--- src/rtl/tsr_pkg.sv ---
package tsr_pkg;
  localparam int BYTE_W = 8;
  localparam int MASK_W = 5;
  localparam int CNT_W  = 4;
  localparam logic [4:0] HDR_TAG = 5'b11110;

  typedef enum logic [2:0] {ST_IDLE, ST_HI, ST_LO, ST_DATA, ST_SKIP} rx_state_t;
  typedef enum logic [1:0] {EV_NONE, EV_ADDR, EV_DATA, EV_OVF} rx_event_t;

  // Expand the 5-bit mask into per-bit don't-care positions of the low byte.
  function automatic logic [BYTE_W-1:0] dc_bits(input logic [MASK_W-1:0] m);
    logic [BYTE_W-1:0] d;
    d      = '0;
    d[1:0] = {2{m[0]}};
    d[5:2] = m[4:1];
    return d;
  endfunction

  function automatic logic hdr_ok(input logic [BYTE_W-1:0] rx, input logic [BYTE_W-1:0] areg);
    return (rx[7:3] == HDR_TAG) && (rx[2:1] == areg[2:1]) && (rx[0] == 1'b0);
  endfunction

  function automatic logic low_ok(input logic [BYTE_W-1:0] rx, input logic [BYTE_W-1:0] areg,
                                  input logic [MASK_W-1:0] m);
    return ((rx ^ areg) & ~dc_bits(m)) == '0;
  endfunction
endpackage

--- src/rtl/tsr_sync.sv ---
module tsr_sync #(
  parameter int STAGES = 2
) (
  input  logic clk,
  input  logic rst_n,
  input  logic d,
  output logic q
);
  logic [STAGES-1:0] chain;

  always_ff @(posedge clk or negedge rst_n) begin
    if (!rst_n) chain <= '1;
    else        chain <= {chain[STAGES-2:0], d};
  end

  assign q = chain[STAGES-1];
endmodule

--- src/rtl/tsr_bus_events.sv ---
module tsr_bus_events #(
  parameter int STAGES = 2
) (
  input  logic clk,
  input  logic rst_n,
  input  logic scl_in,
  input  logic sda_in,
  output logic scl_s,
  output logic sda_s,
  output logic scl_rise,
  output logic scl_fall,
  output logic start_ev,
  output logic stop_ev
);
  logic scl_p, sda_p;

  tsr_sync #(.STAGES(STAGES)) u_scl (.clk(clk), .rst_n(rst_n), .d(scl_in), .q(scl_s));
  tsr_sync #(.STAGES(STAGES)) u_sda (.clk(clk), .rst_n(rst_n), .d(sda_in), .q(sda_s));

  always_ff @(posedge clk or negedge rst_n) begin
    if (!rst_n) begin
      scl_p <= 1'b1;
      sda_p <= 1'b1;
    end else begin
      scl_p <= scl_s;
      sda_p <= sda_s;
    end
  end

  assign scl_rise = scl_s & ~scl_p;
  assign scl_fall = ~scl_s & scl_p;
  assign start_ev = scl_s & scl_p & sda_p & ~sda_s;
  assign stop_ev  = scl_s & scl_p & ~sda_p & sda_s;
endmodule

--- src/rtl/tsr_frame.sv ---
module tsr_frame
  import tsr_pkg::*;
(
  input  logic              clk,
  input  logic              rst_n,
  input  logic              sda_s,
  input  logic              scl_rise,
  input  logic              scl_fall,
  input  logic              start_ev,
  input  logic              stop_ev,
  output logic [BYTE_W-1:0] rx_byte,
  output logic              byte_done,
  output logic              ack_end,
  output logic              ack_win
);
  localparam logic [CNT_W-1:0] LAST_DATA = CNT_W'(BYTE_W - 1);
  localparam logic [CNT_W-1:0] ACK_SLOT  = CNT_W'(BYTE_W);
  localparam logic [CNT_W-1:0] ACK_HIGH  = CNT_W'(BYTE_W + 1);

  logic [CNT_W-1:0] bitcnt;

  always_ff @(posedge clk or negedge rst_n) begin
    if (!rst_n) begin
      bitcnt    <= '0;
      rx_byte   <= '0;
      byte_done <= 1'b0;
      ack_end   <= 1'b0;
      ack_win   <= 1'b0;
    end else begin
      byte_done <= 1'b0;
      ack_end   <= 1'b0;
      if (start_ev || stop_ev) begin
        bitcnt  <= '0;
        ack_win <= 1'b0;
      end else if (scl_rise) begin
        if (bitcnt < ACK_SLOT) begin
          rx_byte   <= {rx_byte[BYTE_W-2:0], sda_s};
          bitcnt    <= bitcnt + 1'b1;
          byte_done <= (bitcnt == LAST_DATA);
        end else if (bitcnt == ACK_SLOT) begin
          bitcnt <= ACK_HIGH;
        end
      end else if (scl_fall) begin
        if (bitcnt == ACK_SLOT) begin
          ack_win <= 1'b1;
        end else if (bitcnt == ACK_HIGH) begin
          ack_win <= 1'b0;
          ack_end <= 1'b1;
          bitcnt  <= '0;
        end
      end
    end
  end
endmodule

--- src/rtl/tsr_slave_rx.sv ---
module tsr_slave_rx
  import tsr_pkg::*;
#(
  parameter int                SYNC_STAGES = 2,
  parameter logic [BYTE_W-1:0] ADDR_RST    = '0
) (
  input  logic              clk,
  input  logic              rst_n,
  input  logic              scl_in,
  input  logic              sda_in,
  output logic              scl_oe,
  output logic              sda_oe,
  input  logic              addr_wr,
  input  logic [BYTE_W-1:0] addr_wdata,
  input  logic [MASK_W-1:0] mask_cfg,
  input  logic              buf_rd,
  input  logic              flag_clr,
  output logic [BYTE_W-1:0] buf_rdata,
  output logic              buf_full,
  output logic              overflow,
  output logic              upd_flag,
  output logic              irq_flag,
  output logic              byte_irq
);
  logic scl_s, sda_s, scl_rise, scl_fall, start_ev, stop_ev;
  logic [BYTE_W-1:0] rx_byte;
  logic byte_done, ack_end, ack_win;

  tsr_bus_events #(.STAGES(SYNC_STAGES)) u_ev (
    .clk(clk), .rst_n(rst_n), .scl_in(scl_in), .sda_in(sda_in),
    .scl_s(scl_s), .sda_s(sda_s), .scl_rise(scl_rise), .scl_fall(scl_fall),
    .start_ev(start_ev), .stop_ev(stop_ev));

  tsr_frame u_frame (
    .clk(clk), .rst_n(rst_n), .sda_s(sda_s), .scl_rise(scl_rise), .scl_fall(scl_fall),
    .start_ev(start_ev), .stop_ev(stop_ev), .rx_byte(rx_byte), .byte_done(byte_done),
    .ack_end(ack_end), .ack_win(ack_win));

  rx_state_t         state;
  rx_event_t         evt_q;
  logic              ack_q;
  logic [BYTE_W-1:0] addr_reg, buf_q;

  // Named events at the end of the ninth clock.
  logic upd_set, buf_load, ovf_set, irq_set;
  assign upd_set  = ack_end && (evt_q == EV_ADDR);
  assign buf_load = ack_end && (evt_q == EV_DATA);
  assign ovf_set  = ack_end && (evt_q == EV_OVF);
  assign irq_set  = upd_set || buf_load;

  // Byte decision and address phase tracking.
  always_ff @(posedge clk or negedge rst_n) begin
    if (!rst_n) begin
      state <= ST_IDLE;
      evt_q <= EV_NONE;
      ack_q <= 1'b0;
    end else if (start_ev || stop_ev) begin
      state <= start_ev ? ST_HI : ST_IDLE;
      evt_q <= EV_NONE;
      ack_q <= 1'b0;
    end else if (byte_done) begin
      unique case (state)
        ST_HI: begin
          ack_q <= hdr_ok(rx_byte, addr_reg);
          evt_q <= hdr_ok(rx_byte, addr_reg) ? EV_ADDR : EV_NONE;
          state <= hdr_ok(rx_byte, addr_reg) ? ST_LO : ST_SKIP;
        end
        ST_LO: begin
          ack_q <= low_ok(rx_byte, addr_reg, mask_cfg);
          evt_q <= low_ok(rx_byte, addr_reg, mask_cfg) ? EV_ADDR : EV_NONE;
          state <= low_ok(rx_byte, addr_reg, mask_cfg) ? ST_DATA : ST_SKIP;
        end
        ST_DATA: begin
          ack_q <= !buf_full;
          evt_q <= buf_full ? EV_OVF : EV_DATA;
        end
        default: begin
          ack_q <= 1'b0;
          evt_q <= EV_NONE;
        end
      endcase
    end else if (ack_end) begin
      ack_q <= 1'b0;
      evt_q <= EV_NONE;
    end
  end

  // Host-visible registers and flags.
  always_ff @(posedge clk or negedge rst_n) begin
    if (!rst_n) begin
      addr_reg <= ADDR_RST;
      buf_q    <= '0;
      buf_full <= 1'b0;
      overflow <= 1'b0;
      upd_flag <= 1'b0;
      irq_flag <= 1'b0;
      byte_irq <= 1'b0;
    end else begin
      byte_irq <= irq_set;
      if (addr_wr) addr_reg <= addr_wdata;
      if (upd_set) upd_flag <= 1'b1;
      else if (addr_wr) upd_flag <= 1'b0;
      if (buf_load) begin
        buf_q    <= rx_byte;
        buf_full <= 1'b1;
      end else if (buf_rd) begin
        buf_full <= 1'b0;
      end
      if (ovf_set) overflow <= 1'b1;
      else if (flag_clr) overflow <= 1'b0;
      if (irq_set) irq_flag <= 1'b1;
      else if (flag_clr) irq_flag <= 1'b0;
    end
  end

  assign buf_rdata = buf_q;
  assign sda_oe    = ack_q && ack_win;
  assign scl_oe    = upd_flag;

  AST_NAK_WHEN_IGNORING: assert property (@(posedge clk) disable iff (!rst_n)
    sda_oe |-> (state != ST_SKIP && state != ST_IDLE));
  AST_UPD_CLEARED_BY_WRITE: assert property (@(posedge clk) disable iff (!rst_n)
    (addr_wr && !upd_set) |=> !upd_flag);
  AST_LOAD_SETS_FULL: assert property (@(posedge clk) disable iff (!rst_n)
    buf_load |=> buf_full);
  AST_OVF_KEEPS_BUF: assert property (@(posedge clk) disable iff (!rst_n)
    ovf_set |=> $stable(buf_rdata));
  AST_IRQ_SINGLE_CYCLE: assert property (@(posedge clk) disable iff (!rst_n)
    byte_irq |=> !byte_irq);
  AST_STRETCH_AFTER_ADDR: assert property (@(posedge clk) disable iff (!rst_n)
    $rose(scl_oe) |-> (state == ST_LO || state == ST_DATA) && !scl_s);
  AST_ACK_STARTS_SCL_LOW: assert property (@(posedge clk) disable iff (!rst_n)
    $rose(sda_oe) |-> !scl_s);
  AST_ACK_ENDS_SCL_LOW: assert property (@(posedge clk) disable iff (!rst_n)
    $fell(sda_oe) |-> !scl_s);
endmodule

--- config.mk ---
export PLATFORM = sky130hd
export DESIGN_NAME = tsr_slave_rx
export DESIGN_NICKNAME = d
export VERILOG_FILES = /design/src/rtl/tsr_pkg.sv /design/src/rtl/tsr_sync.sv /design/src/rtl/tsr_bus_events.sv /design/src/rtl/tsr_frame.sv /design/src/rtl/tsr_slave_rx.sv
export SDC_FILE = /design/constraint.sdc
export NUM_CORES = 1
export LEC_CHECK = 0
export BUFFER_PORTS_ARGS = -buffer_cell sky130_fd_sc_hd__buf_4
export CORE_UTILIZATION = 45
export DETAILED_ROUTE_END_ITERATION = 12
export PLACE_DENSITY = 0.69
export SETUP_SLACK_MARGIN = 0.15
export SLEW_MARGIN = 20
export SYNTH_ARGS = -nofsm -noshare
export SYNTH_HDL_FRONTEND = slang
export SYNTH_SLANG_ARGS = --single-unit
--- constraint.sdc ---
create_clock -name clk -period 1.6 [get_ports clk]
set_input_delay 0.24 -clock clk [delete_from_list [all_inputs] [get_ports clk]]
set_output_delay 0.24 -clock clk [all_outputs]
set_load 0.01 [all_outputs]
==> impl_metrics.yaml, run 1 <==
synthesis:
  ys_types: 41
  yosys.area.top_type: "dfrtp_1"
  synth_fp_nets: 183
  yosysSeqAreaShare: 0.587
  yosys_warnings: 0
  avgSynthCellArea_um2: 12.9
  synth_top_cells_by_area: "dfrtp_1, mux2_2, dfstp_2"
  synth_cells: 160
  synth_top_area_frac: 0.510
  ys_ff_latch: 48
  netlist_area_um2: 2060
sta:
  setup-tns-final_ns: 0
  rsz0062_at_grt: "yes"
  worst_pin_slew_ns: 0.587
  holdWs_ns: 0.0448
  skew_ns: 0.00815
  timing.final.crit_share: 0.936
  min_period_ns: 1.50
  slew_viol_final: 0
  maxSlewHeadroom: 0.609
  fmax_mhz: 668
  setup_viol: 0
  finalHoldViolations: 0
power:
  power.total_w: 0.00317
  leakage_nw: 1.32
  p_sw_w: 0.000901
  clkPwrFrac: 0.242
  pwr-share-comb: 0.261
  internal-power_w: 0.00227
  power_frac_seq: 0.497
  ir_worst_vdd_mv: 0.568
  power_density_nw_per_um2: 1160
  switching_share: 0.284
critical_path:
  cpMaxStageDelayCell: "dfrtp_1"
  critPathArrivalTime_ns: 1.74
  cp.depth: 6
  crit_path_end_kind: "flop"
  path_max_fanout: 4
  crit_chain: "xnor2_2 -> a21oi_2 -> nor4_4 -> buf_4 -> o221ai_2 -> o21ai_1"
  r2r_end: "state[0]"
  reg2reg_slack_ns: 0.10
  cp_num_buf_inv: 1
  r2r_cells: 6
  crit_start: "u_frame.rx_byte[1]"
  crit_family: "flip-flops"
  cp-start-kind: "flop"
  crit_required_ns: 1.84
  max_stage_delay_ns: 0.44
  crit_end: "state[0]"
  timing.rr.start: "u_frame.rx_byte[1]"
  worstSetupPathType: "flop to flop"
placed_design:
  place_inst: 253
  hpwl_um: 2780
  port_buffers: 34
  gp_congestion: 0.789
die:
  core_um2: 4380
  start_util: 0.470
  rows: 24
  ioPinCount: 35
  die_h_um: 69.7
  die_x_um: 69.7
  die_area_um2: 4850
cts:
  h-tree-depth: 2
  cts-root-buf: "clkbuf_8"
  clk_pin_slew_worst_paths_ns: 0.08
  cts.sinks: 48
  clock_path_buffers: 2
  worstSkewPairLatency_ns: 0.30
  numCtsBuffers: 5
  cts_tree: "done"
layout:
  drive_gt1_frac: 0.500
  layout.cells.non_filler: 272
  nets: 242
  diodes: 0
  layout.cells.most_common: "buf_4"
  final_cell_mix: "buf_4, dfrtp_1, mux2_2"
  syn_to_final_growth_pct: 32.1
global_route:
  grt_pass1_vias: 1488
  antenna_found_initial: 0
  grt-ovfl-total: 0
  grtUsageTotal: 0.182
  grt_pass1_wl_um: 6960
  grt_max_degree: 49
outcome:
  outcome: "completed"
min_path:
  hold_depth: 1
  holdCritPathClass: "input pin to flop"
job:
  maxCapViolCount: 0
routing:
  dr.pass1.iters: 4
  drc: 0
  vias_per_cell: 5.35
  wl_per_cell_um: 15.1
  wirelength_um: 4120
  postRouteAntennaNets: 0
  drtIter0Drc: 62
  vias: 1456
## synthesized netlist by cell type
cell / number
nor4b_1: 1
and2_1: 2
nor3_1: 2
nor3b_2: 1
nor2b_1: 2
mux2i_1: 1
nor3b_1: 2
nand2b_1: 2
dfrtp_1: 42
o221ai_1: 1
dfstp_2: 6
a21o_1: 1
xor2_1: 3
nor4_2: 1
ha_1: 3
buf_4: 1
nor2_1: 8
and3_1: 2
nand2_1: 6
buf_2: 1
a211oi_1: 1
mux2_2: 24
clkbuf_1: 1
o21a_1: 1
xnor2_1: 8
and4b_1: 1
nand4_1: 1
o21ai_0: 5
a22o_1: 1
a21oi_1: 3
and4bb_2: 1
o22ai_1: 3
a41oi_1: 1
a32oi_1: 1
nand3_1: 4
inv_1: 8
a211oi_2: 1
a22oi_1: 2
a32o_1: 1
nand3b_1: 3
o21ai_1: 1
## layer usage
| layer | vias to the layer above | global-route usage | part of all wire |
|---|---|---|---|
| li1 | 685 | - | - |
| met1 | 734 | 0.224 | 0.44 |
| met2 | 31 | 0.313 | 0.51 |
| met3 | 6 | 0.0509 | 0.041 |
| met4 | 0 | 0.0533 | 0.011 |
| met5 | - | 0 | 0 |
## cell families after synthesis
logic type      share of synthesized area
compound gates                     0.0771
xor+xnor                           0.0468
fa+ha+maj                          0.0182
buf+inv                            0.0225
flops                               0.587
mux                                 0.136
simple gates                        0.113
## power by group through the flow
stage / logic [W] / clock network [W] / registers [W]
finish: 0.000827 / 0.000767 / 0.00158
global placement: 0.000664 / 0 / 0.00157
detailed placement: 0.000692 / 0 / 0.00158
CTS: 0.000748 / 0.000791 / 0.00156
global route: 0.000898 / 0.000842 / 0.00160
floorplan: 0.000400 / 0 / 0.00157
## how the worst min path moves through the flow
stage                     startpoint  slack (ns)             endpoint
after global placement         rst_n        0.28          addr_reg[6]
final                         scl_in        0.04  u_ev.u_scl.chain[0]
after global routing          scl_in        0.03  u_ev.u_scl.chain[0]
after floorplan                rst_n       -0.06                ack_q
after detailed placement       rst_n        0.28         buf_rdata[6]
after CTS                     scl_in        0.04  u_ev.u_scl.chain[0]
## area by class of cell
cell class | instances | area, µm²
clock buffer | 8 | 100
fill | 350 | 1660
inverter | 8 | 30.0
multi-input combinational | 101 | 895
sequential | 48 | 1210
tap | 52 | 65.1
timing repair buffer | 55 | 423
## repair_timing
| action | in CTS | in global routing |
|---|---|---|
| hold buffers | 1 | 0 |
| setup buffers | 6 | 3 |
| endpoints found under the hold margin | 42 | 0 |
| gates resized for setup | 11 | 12 |
| pin swaps | 2 | 6 |
| endpoints found under the setup margin | 13 | 11 |
| gates cloned | 1 | 0 |
## metrics by stage
stage	cell area [µm²]	worst slack (ns)	util
floorplan	2060	0.157	-
global placement	2440	-0.0221	0.557
detailed placement	2440	0.0313	0.557
CTS	2650	0.0771	0.604
global route	2720	0.00797	0.621
finish	2720	0.102	0.621
No activity file was read; power rests on OpenSTA's default activity.
==> run 2, diff against run 1 <==
Settings changed: RECOVER_POWER set to 50, REMOVE_ABC_BUFFERS set to 1.
==> impl_metrics.yaml, run 2 (synthesis results as in run 1) <==
outcome:
  outcome: "completed"
sta:
  timing.final.crit_share: 0.929
  setup-tns-final_ns: 0
  min_period_ns: 1.49
  slew_viol_final: 0
  fmax_mhz: 673
  worst_pin_slew_ns: 0.604
  skew_ns: 0.00801
  finalHoldViolations: 0
  maxSlewHeadroom: 0.597
  setup_viol: 0
  rsz0062_at_grt: "yes"
  setup_ws_ns: 0.114
cts:
  h-tree-depth: 2
  cts-root-buf: "clkbuf_8"
  cts.sinks: 48
  worstSkewPairLatency_ns: 0.30
  numCtsBuffers: 5
  clk_pin_slew_worst_paths_ns: 0.08
  clock_path_buffers: 2
  cts_tree: "done"
critical_path:
  cp-start-kind: "flop"
  worstSetupPathType: "flop to flop"
  reg2reg_slack_ns: 0.11
  path_max_fanout: 4
  crit_required_ns: 1.83
  critPathArrivalTime_ns: 1.72
  r2r_cells: 6
  crit_path_end_kind: "flop"
power:
  leakage_nw: 1.33
  power.total_w: 0.00314
  ir_worst_vdd_mv: 0.559
  power_density_nw_per_um2: 1140
routing:
  dr.pass1.iters: 4
  drtIter0Drc: 90
  wirelength_um: 4590
  vias: 1499
  drc: 0
  wl_per_cell_um: 16.6
  vias_per_cell: 5.41
  postRouteAntennaNets: 0
layout:
  layout.cells.most_common: "buf_4"
  syn_to_final_growth_pct: 33.8
  final_cell_mix: "buf_4, dfrtp_1, mux2_2"
  drive_gt1_frac: 0.502
  nets: 247
  nFillCells: 342
  diodes: 0
min_path:
  hold_depth: 1
  holdCritPathClass: "input pin to flop"
global_route:
  antenna_found_initial: 0
  grt_max_degree: 49
  grt-ovfl-total: 0
  grt_pass1_vias: 1539
  grtUsageTotal: 0.191
  grt_pass1_wl_um: 7220
die:
  start_util: 0.470
  die_area_um2: 4850
  die_x_um: 69.7
  rows: 24
  die_h_um: 69.7
  core_um2: 4380
  ioPinCount: 35
placed_design:
  port_buffers: 34
  hpwl_um: 2880
  pre_cts_ws_ns: 0.00635
  gp_congestion: 0.838
job:
  maxCapViolCount: 0
==> run 2: path summary, 6_finish.rpt <==
kind,start,to
worst min-delay path,scl_in,u_ev.u_scl.chain[0]
worst max register to register,u_frame.rx_byte[4],evt_q[0]
worst min register to register,u_ev.u_scl.chain[0],u_ev.u_scl.chain[1]
worst max-delay path,u_frame.rx_byte[4],evt_q[0]
min in group asynchronous,rst_n,u_frame.rx_byte[4]
max in group asynchronous,rst_n,u_frame.bitcnt[0]
==> run 2: metal layers <==
metal | vias to the layer above | track usage | part of all wire
met5 | - | 0 | 0
met4 | 0 | 0.0667 | 0.029
met3 | 15 | 0.0494 | 0.039
met2 | 48 | 0.340 | 0.54
met1 | 743 | 0.222 | 0.40
li1 | 693 | - | -
==> run 2: critical path: stages (launching register included) <==
cell     delay (ns)
dfrtp_1        0.37
buf_4          0.13
and4b_1        0.20
nand4_1        0.17
nor4b_4        0.35
o21ai_2        0.12
nand2_1        0.08
==> run 2: through the flow <==
step,utilization,area (µm²),instances,hold WS [ns]
2_1_floorplan,-,2040,157,-0.0556
3_3_place_gp,0.553,2420,251,0.274
3_5_place_dp,0.553,2420,251,0.288
4_1_cts,0.596,2610,266,0.0436
5_1_grt,0.629,2760,277,0.0441
6_report,0.629,2760,277,0.0501
==> run 2: final cells by class <==
class / instances / area (µm²) / area share
inverters: 8 / 30.0 / 0.0109
flip-flops and latches: 48 / 1210 / 0.439
multi-input cells: 101 / 901 / 0.327
well taps: 52 / 65.1 / 0.0236
repair buffers: 60 / 460 / 0.167
clock buffers: 8 / 90.1 / 0.0327
==> run 2: where the power goes <==
| part | total (W) | switching (W) | internal [W] |
|---|---|---|---|
| clock network | 0.000723 | 0.000371 | 0.000353 |
| logic | 0.000806 | 0.000333 | 0.000472 |
| registers | 0.00161 | 0.000215 | 0.00140 |
==> run 2: what timing repair did <==
item                                    in CTS  in global routing
endpoints found under the setup margin      14                 15
hold buffers                                 1                  0
endpoints found under the hold margin       42                  0
gates cloned                                 0                  1
setup buffers                                6                 10
resized for setup                           10                 17
pin swaps                                    6                 12
==> run 3, diff against run 2 <==
Settings changed: CORE_UTILIZATION 45 to 39, GPL_TIMING_DRIVEN set to 0, PLACE_DENSITY 0.69 to unset, SLEW_MARGIN 20 to 10.
==> impl_metrics.yaml, run 3 (synthesis results as in run 1) <==
die:
  die_x_um: 74.7
  rows: 26
  core_um2: 5110
  die_h_um: 74.7
  ioPinCount: 35
  die_area_um2: 5580
  start_util: 0.403
min_path:
  worstHoldEndpoint: "u_ev.u_scl.chain[0]"
  worstHoldStart: "scl_in"
  hold_depth: 1
  holdCritPathClass: "input pin to flop"
sta:
  skew_ns: 0.00553
  holdWs_ns: 0.0443
  setup-tns-final_ns: 0
  rsz0062_at_grt: "yes"
  worst_pin_slew_ns: 0.590
  slew_viol_final: 0
  finalHoldViolations: 0
  timing.final.crit_share: 0.928
  setup_ws_ns: 0.115
  setup_viol: 0
  fmax_mhz: 673
  min_period_ns: 1.49
  maxSlewHeadroom: 0.607
critical_path:
  cp_num_buf_inv: 0
  worstSetupPathType: "flop to flop"
  timing.rr.start: "addr_reg[2]"
  max_stage_delay_ns: 0.42
  r2r_end: "state[2]"
  cp-start-kind: "flop"
  critPathArrivalTime_ns: 1.68
  crit_required_ns: 1.79
  cpMaxStageDelayCell: "dfrtp_1"
  path_max_fanout: 3
  crit_chain: "xnor2_2 -> o22ai_2 -> nor4_4 -> nor3_2 -> o21a_1"
  reg2reg_slack_ns: 0.11
  cp.depth: 5
  crit_family: "simple AND/OR/NAND/NOR gates"
  crit_path_end_kind: "flop"
  r2r_cells: 5
routing:
  dr.pass1.iters: 4
  postRouteAntennaNets: 0
  drtIter0Drc: 61
  drc: 0
  vias: 1467
  wl_per_cell_um: 14.3
  vias_per_cell: 5.06
  wirelength_um: 4140
layout:
  nets: 242
  layout.cells.most_common: "buf_4"
  drive_gt1_frac: 0.509
  diodes: 0
  final_cell_mix: "buf_4, dfrtp_1, mux2_2"
  syn_to_final_growth_pct: 33.6
  stdcell_area_um2: 2750
  final_core_util: 0.539
placed_design:
  pre_cts_ws_ns: -0.423
  gp_congestion: 0.731
  dpl_cell_area_um2: 2390
  hpwl_um: 2670
  port_buffers: 34
global_route:
  grtUsageTotal: 0.170
  antenna_found_initial: 0
  grt-ovfl-total: 0
  grt_max_degree: 49
  grt_pass1_wl_um: 6920
  grt_pass1_vias: 1470
cts:
  cts_tree: "done"
  h-tree-depth: 2
  numCtsBuffers: 5
  clk_pin_slew_worst_paths_ns: 0.08
  cts.sinks: 48
  clock_path_buffers: 2
  cts-root-buf: "clkbuf_8"
  worstSkewPairLatency_ns: 0.30
power:
  power_density_nw_per_um2: 1150
  leakage_nw: 1.31
  ir_worst_vdd_mv: 0.703
outcome:
  outcome: "completed"
job:
  maxCapViolCount: 0
==> run 3: cell count changes in the layout (fill, tap and decap cells not counted), moves of 2 or more <==
cell | before | now
o22ai_1 | 3 | 1
xnor2_1 | 6 | 4
xnor2_2 | 2 | 4
o21ai_1 | 1 | 3
buf_4 | 55 | 50
o22ai_2 | 0 | 2
dfrtp_1 | 40 | 38
dfrtp_2 | 2 | 4
o21ai_2 | 3 | 1
buf_6 | 2 | 0
==> run 3: what timing repair did <==
item,4_1_cts,5_1_grt
hold buffers,1,0
resized for setup,16,11
pin swaps,10,9
setup endpoints to repair,25,15
hold endpoints to repair,42,0
setup buffers,16,4
==> run 3: layout make-up <==
cell class,instances,area [µm²]
tap,70,87.6
fill,441,2350
timing repair buffer,55,424
inverter,8,30.0
clock buffer,8,90.1
multi-input combinational,101,908
sequential,48,1210
==> run 3: per-layer routing <==
layer,share of wire,up-vias,global-route usage
met2,0.51,32,0.289
li1,-,691,-
met3,0.036,7,0.0455
met1,0.44,737,0.207
met5,0,-,0
met4,0.014,0,0.0629
==> run 3: worst max-delay path by stage <==
stage                         from                  to  slack [ns]
2_1_floorplan  u_ev.u_scl.chain[1]  u_frame.rx_byte[0]       -0.04
3_3_place_gp   u_ev.u_scl.chain[1]  u_frame.rx_byte[2]       -0.36
3_5_place_dp   u_ev.u_scl.chain[1]  u_frame.rx_byte[1]       -0.42
4_1_cts         u_frame.rx_byte[2]            state[2]        0.15
5_1_grt                addr_reg[2]            state[1]        0.05
6_report               addr_reg[2]            state[2]        0.11
==> run 3: report_power, final <==
part | switching, W | internal, W
logic | 0.000320 | 0.000489
clock network | 0.000378 | 0.000353
registers | 0.000221 | 0.00140
total | 0.000918 | 0.00224
==> run 3: per-stage QoR <==
step                      instances  power (W)
after floorplan                 157    0.00196
after global routing            290    0.00335
final                           290    0.00316
after detailed placement        261    0.00216
after global placement          261    0.00213
after CTS                       286    0.00313
==> run 3: worst register-to-register path, cell delays in order, from the launching register on <==
cell     delay [ns]
dfrtp_1        0.42
xnor2_2        0.23
o22ai_2        0.12
nor4_4         0.35
nor3_2         0.09
o21a_1         0.17
